$ cat src/rtl/wdm_pkg.sv
package wdm_pkg;
  localparam int BYTE_W = 8;
  localparam int ADDR_W = 3;

  localparam logic [ADDR_W-1:0] OFS_CTRL = 3'd2;
  localparam logic [ADDR_W-1:0] OFS_LO   = 3'd4;
  localparam logic [ADDR_W-1:0] OFS_HI   = 3'd5;
  localparam logic [ADDR_W-1:0] OFS_OP   = 3'd6;

  localparam logic [BYTE_W-1:0] OP_STATUS = 8'h04;
  localparam logic [BYTE_W-1:0] OP_FWVER  = 8'h08;
  localparam logic [BYTE_W-1:0] OP_TLEFT  = 8'h18;
  localparam logic [BYTE_W-1:0] OP_TLOAD  = 8'h19;
  localparam logic [BYTE_W-1:0] OP_RCOUNT = 8'h84;

  typedef struct packed {
    logic [BYTE_W-1:0] lo;
    logic [BYTE_W-1:0] hi;
    logic              wr_data;
    logic              load;
    logic              clr;
  } result_t;
endpackage

$ cat src/rtl/wdm_decode.sv
module wdm_decode
  import wdm_pkg::*;
(
  input  logic              bus_wr,
  input  logic              bus_rd,
  input  logic [ADDR_W-1:0] bus_addr,
  output logic              wr_lo,
  output logic              wr_hi,
  output logic              wr_op,
  output logic              rd_op
);
  always_comb begin
    wr_lo = bus_wr && (bus_addr == OFS_LO);
    wr_hi = bus_wr && (bus_addr == OFS_HI);
    wr_op = bus_wr && (bus_addr == OFS_OP);
    rd_op = bus_rd && (bus_addr == OFS_OP);
  end
endmodule

$ cat src/rtl/wdm_seq.sv
module wdm_seq
  import wdm_pkg::*;
#(
  parameter int PROC_CYCLES = 4
) (
  input  logic              clk,
  input  logic              rst,
  input  logic              start,
  input  logic              ack,
  input  logic [BYTE_W-1:0] wdata,
  output logic              pend,
  output logic              ready,
  output logic              done,
  output logic [BYTE_W-1:0] op
);
  localparam int CW = $clog2(PROC_CYCLES + 1);
  localparam logic [CW-1:0] CNT_INIT = CW'(PROC_CYCLES - 1);

  logic [CW-1:0] cnt;

  always_ff @(posedge clk) begin
    if (rst) begin
      pend  <= 1'b0;
      ready <= 1'b0;
      cnt   <= '0;
      op    <= '0;
    end else begin
      if (ack) ready <= 1'b0;
      if (pend) begin
        if (cnt == '0) begin
          pend  <= 1'b0;
          ready <= 1'b1;
        end else begin
          cnt <= cnt - 1'b1;
        end
      end else if (start) begin
        pend  <= 1'b1;
        ready <= 1'b0;
        cnt   <= CNT_INIT;
        op    <= wdata;
      end
    end
  end

  assign done = pend && (cnt == '0);

  // age of the pending command, for the bounded-handshake check
  logic [CW:0] age;
  always_ff @(posedge clk) begin
    if (rst || !pend) age <= '0;
    else              age <= age + 1'b1;
  end

  p_excl_r2: assert property (@(posedge clk) disable iff (rst)
    $onehot0({pend, ready}));
  p_start_r2: assert property (@(posedge clk) disable iff (rst)
    (start && !pend) |=> (pend && !ready && op == $past(wdata)));
  p_ignore_r8: assert property (@(posedge clk) disable iff (rst)
    (pend && !done) |=> (pend && $stable(op)));
  p_done_r3: assert property (@(posedge clk) disable iff (rst)
    done |=> (ready && !pend));
  p_ack_r4: assert property (@(posedge clk) disable iff (rst)
    (ack && !pend && !start) |=> !ready);
  p_bounded_r3: assert property (@(posedge clk) disable iff (rst)
    pend |-> (age < (CW+1)'(PROC_CYCLES)));
endmodule

$ cat src/rtl/wdm_exec.sv
module wdm_exec
  import wdm_pkg::*;
#(
  parameter logic [BYTE_W-1:0] FW_MAJOR = 8'h02,
  parameter logic [BYTE_W-1:0] FW_MINOR = 8'h11
) (
  input  logic [BYTE_W-1:0]   op,
  input  logic [BYTE_W-1:0]   tmr_status,
  input  logic [2*BYTE_W-1:0] tmr_left,
  input  logic [BYTE_W-1:0]   rst_count,
  output result_t             res
);
  always_comb begin
    res = '{lo: '0, hi: '0, wr_data: 1'b1, load: 1'b0, clr: 1'b0};
    case (op)
      OP_STATUS: res.lo = tmr_status;
      OP_FWVER: begin
        res.lo = FW_MINOR;
        res.hi = FW_MAJOR;
      end
      OP_TLEFT: begin
        res.lo = tmr_left[BYTE_W-1:0];
        res.hi = tmr_left[2*BYTE_W-1:BYTE_W];
      end
      OP_TLOAD: begin
        res.wr_data = 1'b0;
        res.load    = 1'b1;
      end
      OP_RCOUNT: begin
        res.lo  = rst_count;
        res.clr = 1'b1;
      end
      default: ;
    endcase
  end
endmodule

$ cat src/rtl/wdog_cmd_mailbox.sv
module wdog_cmd_mailbox
  import wdm_pkg::*;
#(
  parameter int                PROC_CYCLES = 4,
  parameter logic [BYTE_W-1:0] FW_MAJOR    = 8'h02,
  parameter logic [BYTE_W-1:0] FW_MINOR    = 8'h11
) (
  input  logic                clk,
  input  logic                rst,
  input  logic                bus_wr,
  input  logic                bus_rd,
  input  logic [ADDR_W-1:0]   bus_addr,
  input  logic [BYTE_W-1:0]   bus_wdata,
  output logic [BYTE_W-1:0]   bus_rdata,
  input  logic [BYTE_W-1:0]   tmr_status,
  input  logic [2*BYTE_W-1:0] tmr_left,
  input  logic [BYTE_W-1:0]   rst_count,
  output logic                tmr_load,
  output logic [2*BYTE_W-1:0] tmr_load_val,
  output logic                rst_count_clr
);
  logic wr_lo, wr_hi, wr_op, rd_op;
  logic pend, ready, done;
  logic [BYTE_W-1:0] op, data_lo, data_hi;
  result_t res;

  wdm_decode u_decode (
    .bus_wr(bus_wr), .bus_rd(bus_rd), .bus_addr(bus_addr),
    .wr_lo(wr_lo), .wr_hi(wr_hi), .wr_op(wr_op), .rd_op(rd_op)
  );

  wdm_seq #(.PROC_CYCLES(PROC_CYCLES)) u_seq (
    .clk(clk), .rst(rst), .start(wr_op), .ack(rd_op), .wdata(bus_wdata),
    .pend(pend), .ready(ready), .done(done), .op(op)
  );

  wdm_exec #(.FW_MAJOR(FW_MAJOR), .FW_MINOR(FW_MINOR)) u_exec (
    .op(op), .tmr_status(tmr_status), .tmr_left(tmr_left),
    .rst_count(rst_count), .res(res)
  );

  // data bytes: result of a completing command wins over a host write
  always_ff @(posedge clk) begin
    if (rst) begin
      data_lo <= '0;
      data_hi <= '0;
    end else if (done && res.wr_data) begin
      data_lo <= res.lo;
      data_hi <= res.hi;
    end else begin
      if (wr_lo) data_lo <= bus_wdata;
      if (wr_hi) data_hi <= bus_wdata;
    end
  end

  // side strobes to the timer core
  always_ff @(posedge clk) begin
    if (rst) begin
      tmr_load      <= 1'b0;
      tmr_load_val  <= '0;
      rst_count_clr <= 1'b0;
    end else begin
      tmr_load      <= done && res.load;
      rst_count_clr <= done && res.clr;
      if (done && res.load) tmr_load_val <= {data_hi, data_lo};
    end
  end

  // registered read port
  always_ff @(posedge clk) begin
    if (rst) begin
      bus_rdata <= '0;
    end else if (bus_rd) begin
      case (bus_addr)
        OFS_CTRL: bus_rdata <= {pend, ready, {(BYTE_W-2){1'b0}}};
        OFS_LO:   bus_rdata <= data_lo;
        OFS_HI:   bus_rdata <= data_hi;
        OFS_OP:   bus_rdata <= op;
        default:  bus_rdata <= '0;
      endcase
    end
  end

  p_load_pulse_r5: assert property (@(posedge clk) disable iff (rst)
    tmr_load |=> !tmr_load);
  p_load_val_r5: assert property (@(posedge clk) disable iff (rst)
    tmr_load |-> (tmr_load_val == {data_hi, data_lo}));
  p_clr_pulse_r6: assert property (@(posedge clk) disable iff (rst)
    rst_count_clr |=> !rst_count_clr);
  p_clr_data_r6: assert property (@(posedge clk) disable iff (rst)
    rst_count_clr |-> (data_hi == '0 && data_lo == $past(rst_count)));
endmodule

$ cat config.mk
export PLATFORM = sky130hd
export DESIGN_NAME = wdog_cmd_mailbox
export DESIGN_NICKNAME = d
export VERILOG_FILES = /design/src/rtl/wdm_pkg.sv /design/src/rtl/wdm_decode.sv /design/src/rtl/wdm_seq.sv /design/src/rtl/wdm_exec.sv /design/src/rtl/wdog_cmd_mailbox.sv
export SDC_FILE = /design/constraint.sdc
export NUM_CORES = 1
export LEC_CHECK = 0
export BUFFER_PORTS_ARGS = -buffer_cell sky130_fd_sc_hd__buf_2
export CAP_MARGIN = 10
export CORE_ASPECT_RATIO = 0.8
export CORE_UTILIZATION = 42
export DETAILED_ROUTE_END_ITERATION = 8
export PLACE_DENSITY = 0.77
export SLEW_MARGIN = 0
export SYNTH_ARGS = -nofsm -noshare
export SYNTH_HDL_FRONTEND = slang
export SYNTH_SLANG_ARGS = --single-unit
$ cat constraint.sdc
create_clock -name clk -period 2.2 [get_ports clk]
set_input_delay 0.44 -clock clk [delete_from_list [all_inputs] [get_ports clk]]
set_output_delay 0.44 -clock clk [all_outputs]
set_load 0.01 [all_outputs]
# Word-level counts from Yosys, hierarchy flattened
# Index checks and enable logic that the tools add are counted.
[totals]
register_bits = 55
out_inout_bits = 26
elab_cells = 55
[classes]
add_sub_neg = 1
n_eq_ne = 10
muxes = 19
n_bitwise = 1
reduce_logical = 14
[ops]
columns = ["operator", "count"]
rows = [
  ["$pmux 8 s4", 2],
  ["$mux 8", 4],
  ["$eq 8x5->1 const B", 2],
  ["$pmux 8 s2", 1],
  ["$eq 3x3->1 const B", 3],
  ["$mux 3", 3],
  ["$eq 8x3->1 const B", 1],
  ["$eq 8x4->1 const B", 1],
  ["$eq 8x8->1 const B", 1],
  ["$logic_and 1x1->1", 8],
  ["$mux 1", 8],
  ["$reduce_bool 2->1", 3],
  ["$reduce_and 2->1", 2],
  ["$eq 3x2->1 const B", 1],
  ["$logic_not 3->1", 1],
  ["$sub 3x1->3 const B", 1],
  ["$mux 2", 1],
  ["$ne 2x2->1 const B", 1],
  ["$not 1->1", 1],
]

# Depth between registers and ports, before layout
[depth]
ltp_word = 5
mapped_depth = 10
mapped_depth_nobuf = 7

# Hierarchy
# Synthesis repeated with hierarchy kept, for this count alone.
[unflattened]
hier_cells = 302
hier_area_um2 = 2753.9
[modules_own_cells]
columns = ["module", "instances", "cells_per_inst", "area_per_inst_um2", "seq_area_each_um2"]
rows = [
  ["wdog_cmd_mailbox", 1, 202, 1809.2, 840.8],
  ["wdm_seq", 1, 51, 523.0, 260.2],
  ["wdm_exec", 1, 45, 375.4, 0.0],
  ["wdm_decode", 1, 4, 46.3, 0.0],
]

# Worst setup path before layout
# Ideal clock, no wire load.
[synth_path]
path_type = "register to register"
from = "register u_seq.cnt[0]"
to = "register data_hi[1]"
setup_ns = 0.086
arrival_ns = 1.820
required_time_ns = 2.114
slack_ns = 0.294
stages_incl_launch_ff = 11
n_path_buf = 3
synth_period_minus_slack_ns = 1.906
path_cell_list = "dfxtp_1 > inv_1 > ha_1 > ha_1 > nand2_1 > clkbuf_1 > a21o_1 > buf_4 > buf_6 > a31oi_1 > a211oi_1"
[synth_via]
elab_chain_len = 4
elab_cells_between_ends = 5
cone_classes = "mux: 1; reduce/logical: 4"
[synth_rtl]
columns = ["element", "line_no", "rtl"]
rows = [
  ["from (decl)", "wdm_seq.sv:19", "logic [CW-1:0] cnt;"],
  ["from (signal assigned)", "wdm_seq.sv:34", "cnt <= cnt - 1'b1;"],
  ["$logic_not 3->1 (*)", "wdm_seq.sv:45", "assign done = pend && (cnt == '0);"],
  ["$logic_and 1x1->1 (*)", "wdm_seq.sv:45", ""],
  ["$logic_and 1x1->1 (*)", "wdog_cmd_mailbox.sv:47", "end else if (done && res.wr_data) begin"],
  ["$mux 8 or $reduce_bool 2->1 (tied branches)", "-", ""],
  ["to (signal assigned)", "wdog_cmd_mailbox.sv:49", "data_hi <= res.hi;"],
  ["to (signal assigned)", "wdog_cmd_mailbox.sv:52", "if (wr_hi) data_hi <= bus_wdata;"],
  ["to (decl)", "wdog_cmd_mailbox.sv:24", "logic [BYTE_W-1:0] op, data_lo, data_hi;"],
]
# Every way passes the cells marked *; elsewhere a longest branch is shown, timed or not.
# A chain may end at the register's enable or synchronous reset.

# Worst setup path after layout
[layout_path]
from = "register u_seq.op[0]"
to = "register data_hi[3]"
[layout_via]
elab_chain_len = 4
elab_cells_between_ends = 8
cone_classes = "eq/ne: 3; mux: 3; reduce/logical: 2"
[layout_rtl]
columns = ["element", "line_no", "rtl"]
rows = [
  ["from (decl)", "wdm_seq.sv:14", "output logic [BYTE_W-1:0] op"],
  ["from (signal assigned)", "wdm_seq.sv:40", "op <= wdata;"],
  ["$eq 8x5->1", "wdm_exec.sv:15", "case (op)"],
  ["$mux 2", "wdm_exec.sv:15", ""],
  ["$logic_and 1x1->1", "wdog_cmd_mailbox.sv:47", ""],
  ["$mux 8 or $reduce_bool 2->1 (tied branches)", "-", ""],
]
# Parallel ways exist; a longest one is shown, timed or not.

==> PnR_summary.wiki <==
{| class="wikitable"
! Metric !! Value
|-
| Outcome || completed
|-
| Number of placed instances, taps included || 449
|-
| Clock Latency Late Sink || 0.32 ns
|-
| Final standard cell area without fillers || 3430 um^2
|-
| Post-CTS setup buffers || 0
|-
| Worst Hold Depth || 3
|-
| HP Start || bus_wdata[0]
|-
| Starting utilization of the core area || 0.441
|-
| Final weighted congestion in routability-driven placement || 0.901
|-
| Deepest level of the CTS H-tree || 2
|-
| Min-Delay Endpoint || u_seq.op[0]$_SDFFE_PP0P_
|-
| CTS hold repair buffers || 0
|-
| Post-placement cell area || 3300 um^2
|-
| Number of sinks driven by the clock tree || 55
|-
| Proportion of layout cells with a drive suffix above 1 || 0.322
|-
| Worst Slack Setup Final || 0.264 ns
|-
| Clock root buffer || sky130_fd_sc_hd__clkbuf_8
|-
| Synth Net Count || 352
|-
| First-pass DRT Iterations || 4
|-
| Number of standard-cell rows in the floorplan || 26
|-
| Maximum ir drop on the vdd rail || 0.000239 V
|-
| Area growth syn-to-layout || 20.3%
|-
| Total power divided by cell area || 597 nW/um^2
|-
| Post-synth EDFFs || 0
|-
| Number of maximum-capacitance violations || 0
|-
| Unrepaired setup endpoints after global routing || false
|-
| Fin Clk Skew || 0.00801 ns
|-
| Netlist area before placement || 2850 um^2
|-
| Worst-case reg-to-reg path depth || 4
|-
| Die Span X || 94.1 um
|-
| Number of nets in the layout || 421
|-
| Total of buffers placed on input and output ports || 72
|-
| Register bit total from synthesis || 55
|-
| Required time at the worst-slack endpoint || 2.45 ns
|-
| Via-to-Cell Ratio || 5.63
|-
| Crit path launch type || flop
|-
| Top_reg_cell synth || sky130_fd_sc_hd__dfxtp_1
|-
| Sort of element at the end of the critical path || flop
|-
| GRT Total Usage || 0.221
|-
| 1st-iter DRT viols || 214
|-
| Total Routed Length || 7540 um
|-
| Number of slew-limit violations in the final report || 0
|-
| Via count of the first global-routing pass || 2395
|-
| Post-DR wirelength/cell || 16.5 um
|-
| Clock edge transition at the registers on the reported setup and hold paths || 0.10 ns
|-
| Hold Worst Slack || 0.436 ns
|-
| Critical R2R Launch || u_seq.op[0]$_SDFFE_PP0P_
|-
| Commonest cells after routing, fill and taps aside || sky130_fd_sc_hd__buf_2 (72), sky130_fd_sc_hd__dfxtp_1 (55), sky130_fd_sc_hd__nor2_1 (41), sky130_fd_sc_hd__mux2i_1 (31), sky130_fd_sc_hd__nand2_1 (19)
|-
| End-of-flow core utilization || 0.530
|-
| Wire length of the first global-routing pass || 12000 um
|-
| Maximum clock frequency || 0.516 GHz
|-
| Final critical-path required period || 1.94 ns
|-
| Commonest non-fill, non-tap cell in the layout || sky130_fd_sc_hd__buf_2
|-
| Setup TNS Final || 0 ns
|-
| LEAKAGE || 1.51 nW
|-
| Area of the core region || 6470 um^2
|-
| Die span in y || 75.7 um
|-
| Setup violations, final || 0
|-
| Post-layout instance count excluding filler cells || 457
|-
| Number of standard cells after synthesis || 303
|-
| GRT overflow || 0
|-
| Residual DRC || 0
|-
| Arrival @ worst endpoint || 2.18 ns
|-
| Synth Area per Inst || 9.41 um^2
|-
| Antenna-violating nets left || 0
|-
| Fraction of registers with async set/reset || 0
|-
| Number of library cell types mapped by synthesis || 48
|-
| Largest net degree at the start of global routing || 36
|-
| Max Fanout on Critical Path || 11
|-
| Final total power || 2.05 mW
|-
| Vias after detailed routing || 2572
|-
| Start-to-end type of the worst setup path || flop to flop
|-
| YS warnings || 0
|-
| Final hold vios || 0
|-
| CTS tree || built
|-
| Sequential cell area fraction in the yosys report || 0.386
|-
| Total Die Area || 7130 um^2
|-
| Antenna violations before repair || 0
|-
| Slew at the pin closest to its max-slew limit || 0.448 ns
|-
| Max-slew headroom || 0.700
|-
| CTS buffer count || 5
|-
| Setup Slack @ Placement || 0.270 ns
|-
| Antenna diodes || 0
|-
| CTS-repair resized insts || 0
|-
| Final period util || 0.880
|-
| Type of the tightest min-delay check || input port to flop
|-
| CTS Buffer Depth || 2
|-
| Total half-perimeter wirelength after legalization and detailed placement || 5720 um
|-
| I/O Pins || 73
|-
| Terminus of the critical flop-to-flop path || data_hi[3]$_SDFFE_PP0P_
|-
| R2R Setup Slk || 0.26 ns
|}
[routing by layer]
metal  vias to the layer above  global-route usage  share of wire
met5                         -                   0              0
met4                         0              0.0701          0.018
met3                        16              0.0419          0.070
met2                       108               0.344           0.44
met1                      1197               0.311           0.47
li1                       1251                   -              -
[report_power, final]
part	switching (mW)	leakage (nW)	internal [mW]	total [mW]
registers	0.0237	0.445	1.01	1.04
clock network	0.343	0.0644	0.454	0.797
logic	0.119	1.00	0.0951	0.214
total	0.485	1.51	1.56	2.05
[cells in the mapped netlist, types with 2 or more instances]
master                      instances  area (um^2)
sky130_fd_sc_hd__buf_2              5         25.0
sky130_fd_sc_hd__buf_6              4         45.0
sky130_fd_sc_hd__nand3_1            2         10.0
sky130_fd_sc_hd__dfxtp_1           55         1100
sky130_fd_sc_hd__nor2_1            41          154
sky130_fd_sc_hd__o21ai_0            3         15.0
sky130_fd_sc_hd__nor4_1             2         12.5
sky130_fd_sc_hd__mux2i_1           31          310
sky130_fd_sc_hd__buf_1              3         11.3
sky130_fd_sc_hd__o32ai_1            6         52.6
sky130_fd_sc_hd__mux2_2             4         45.0
sky130_fd_sc_hd__inv_1             14         52.6
sky130_fd_sc_hd__o311ai_1           2         17.5
sky130_fd_sc_hd__nor3b_1            2         15.0
sky130_fd_sc_hd__o2bb2ai_1          6         52.6
sky130_fd_sc_hd__a311oi_2           6         90.1
sky130_fd_sc_hd__nand2b_1           3         18.8
sky130_fd_sc_hd__clkbuf_1           7         26.3
sky130_fd_sc_hd__a211oi_1           4         30.0
sky130_fd_sc_hd__a22o_1             2         17.5
sky130_fd_sc_hd__a211oi_2           7         87.6
sky130_fd_sc_hd__a21oi_1           10         50.1
sky130_fd_sc_hd__or3b_4             2         22.5
sky130_fd_sc_hd__nor3_2             3         30.0
sky130_fd_sc_hd__a221oi_1           6         52.6
sky130_fd_sc_hd__nor3_1            14         70.1
sky130_fd_sc_hd__ha_1               2         25.0
sky130_fd_sc_hd__nand2_1           19         71.3
sky130_fd_sc_hd__nor2b_1           11         68.8
sky130_fd_sc_hd__a22oi_1            9         67.6
[state kept, by name, indices dropped and copies added, names as in the netlist]
register	flops
tmr_load_val	16
data_hi	8
rst_count_clr	1
bus_rdata	8
u_seq.ready	1
u_seq.op	8
u_seq.pend	1
u_seq.cnt	3
data_lo	8
tmr_load	1
[worst max-delay path by stage]
stage / startpoint / endpoint / slack, ns / cells past startpoint
after floorplan: u_seq.cnt[0]$_SDFFE_PP0P_ / data_hi[1]$_SDFFE_PP0P_ / 0.29 / 10
after global placement: u_seq.op[0]$_SDFFE_PP0P_ / data_hi[7]$_SDFFE_PP0P_ / 0.35 / 4
after detailed placement: u_seq.op[0]$_SDFFE_PP0P_ / data_hi[3]$_SDFFE_PP0P_ / 0.27 / 4
after CTS: u_seq.op[0]$_SDFFE_PP0P_ / data_hi[3]$_SDFFE_PP0P_ / 0.25 / 4
after global routing: u_seq.op[0]$_SDFFE_PP0P_ / data_hi[4]$_SDFFE_PP0P_ / 0.13 / 4
final: u_seq.op[0]$_SDFFE_PP0P_ / data_hi[3]$_SDFFE_PP0P_ / 0.26 / 4
[worst max-delay path: stages, from the launching register on]
cell	delay, ns
sky130_fd_sc_hd__dfxtp_1	0.42
sky130_fd_sc_hd__or4b_4	0.62
sky130_fd_sc_hd__nor4b_4	0.43
sky130_fd_sc_hd__a22oi_1	0.16
sky130_fd_sc_hd__a211oi_2	0.25
[kinds of logic after synthesis]
| family | after synthesis | share of synthesized area |
|---|---|---|
| buffers and inverters | 34 | 0.0588 |
| adders and majority gates | 2 | 0.00877 |
| AOI/OAI and AO/OA | 67 | 0.214 |
| muxes | 35 | 0.125 |
| DFF | 55 | 0.386 |
| and+or+nand+nor | 110 | 0.208 |
[area by class of cell]
cell class / instances / area (um^2)
clock buffers: 5 / 68.8
clock inverters: 3 / 67.6
fillers: 596 / 3040
inverters: 14 / 52.6
multi-input cells: 214 / 1590
flip-flops and latches: 55 / 1100
well taps: 84 / 105
repair buffers: 82 / 448
No activity file was read; power rests on OpenSTA's default activity.
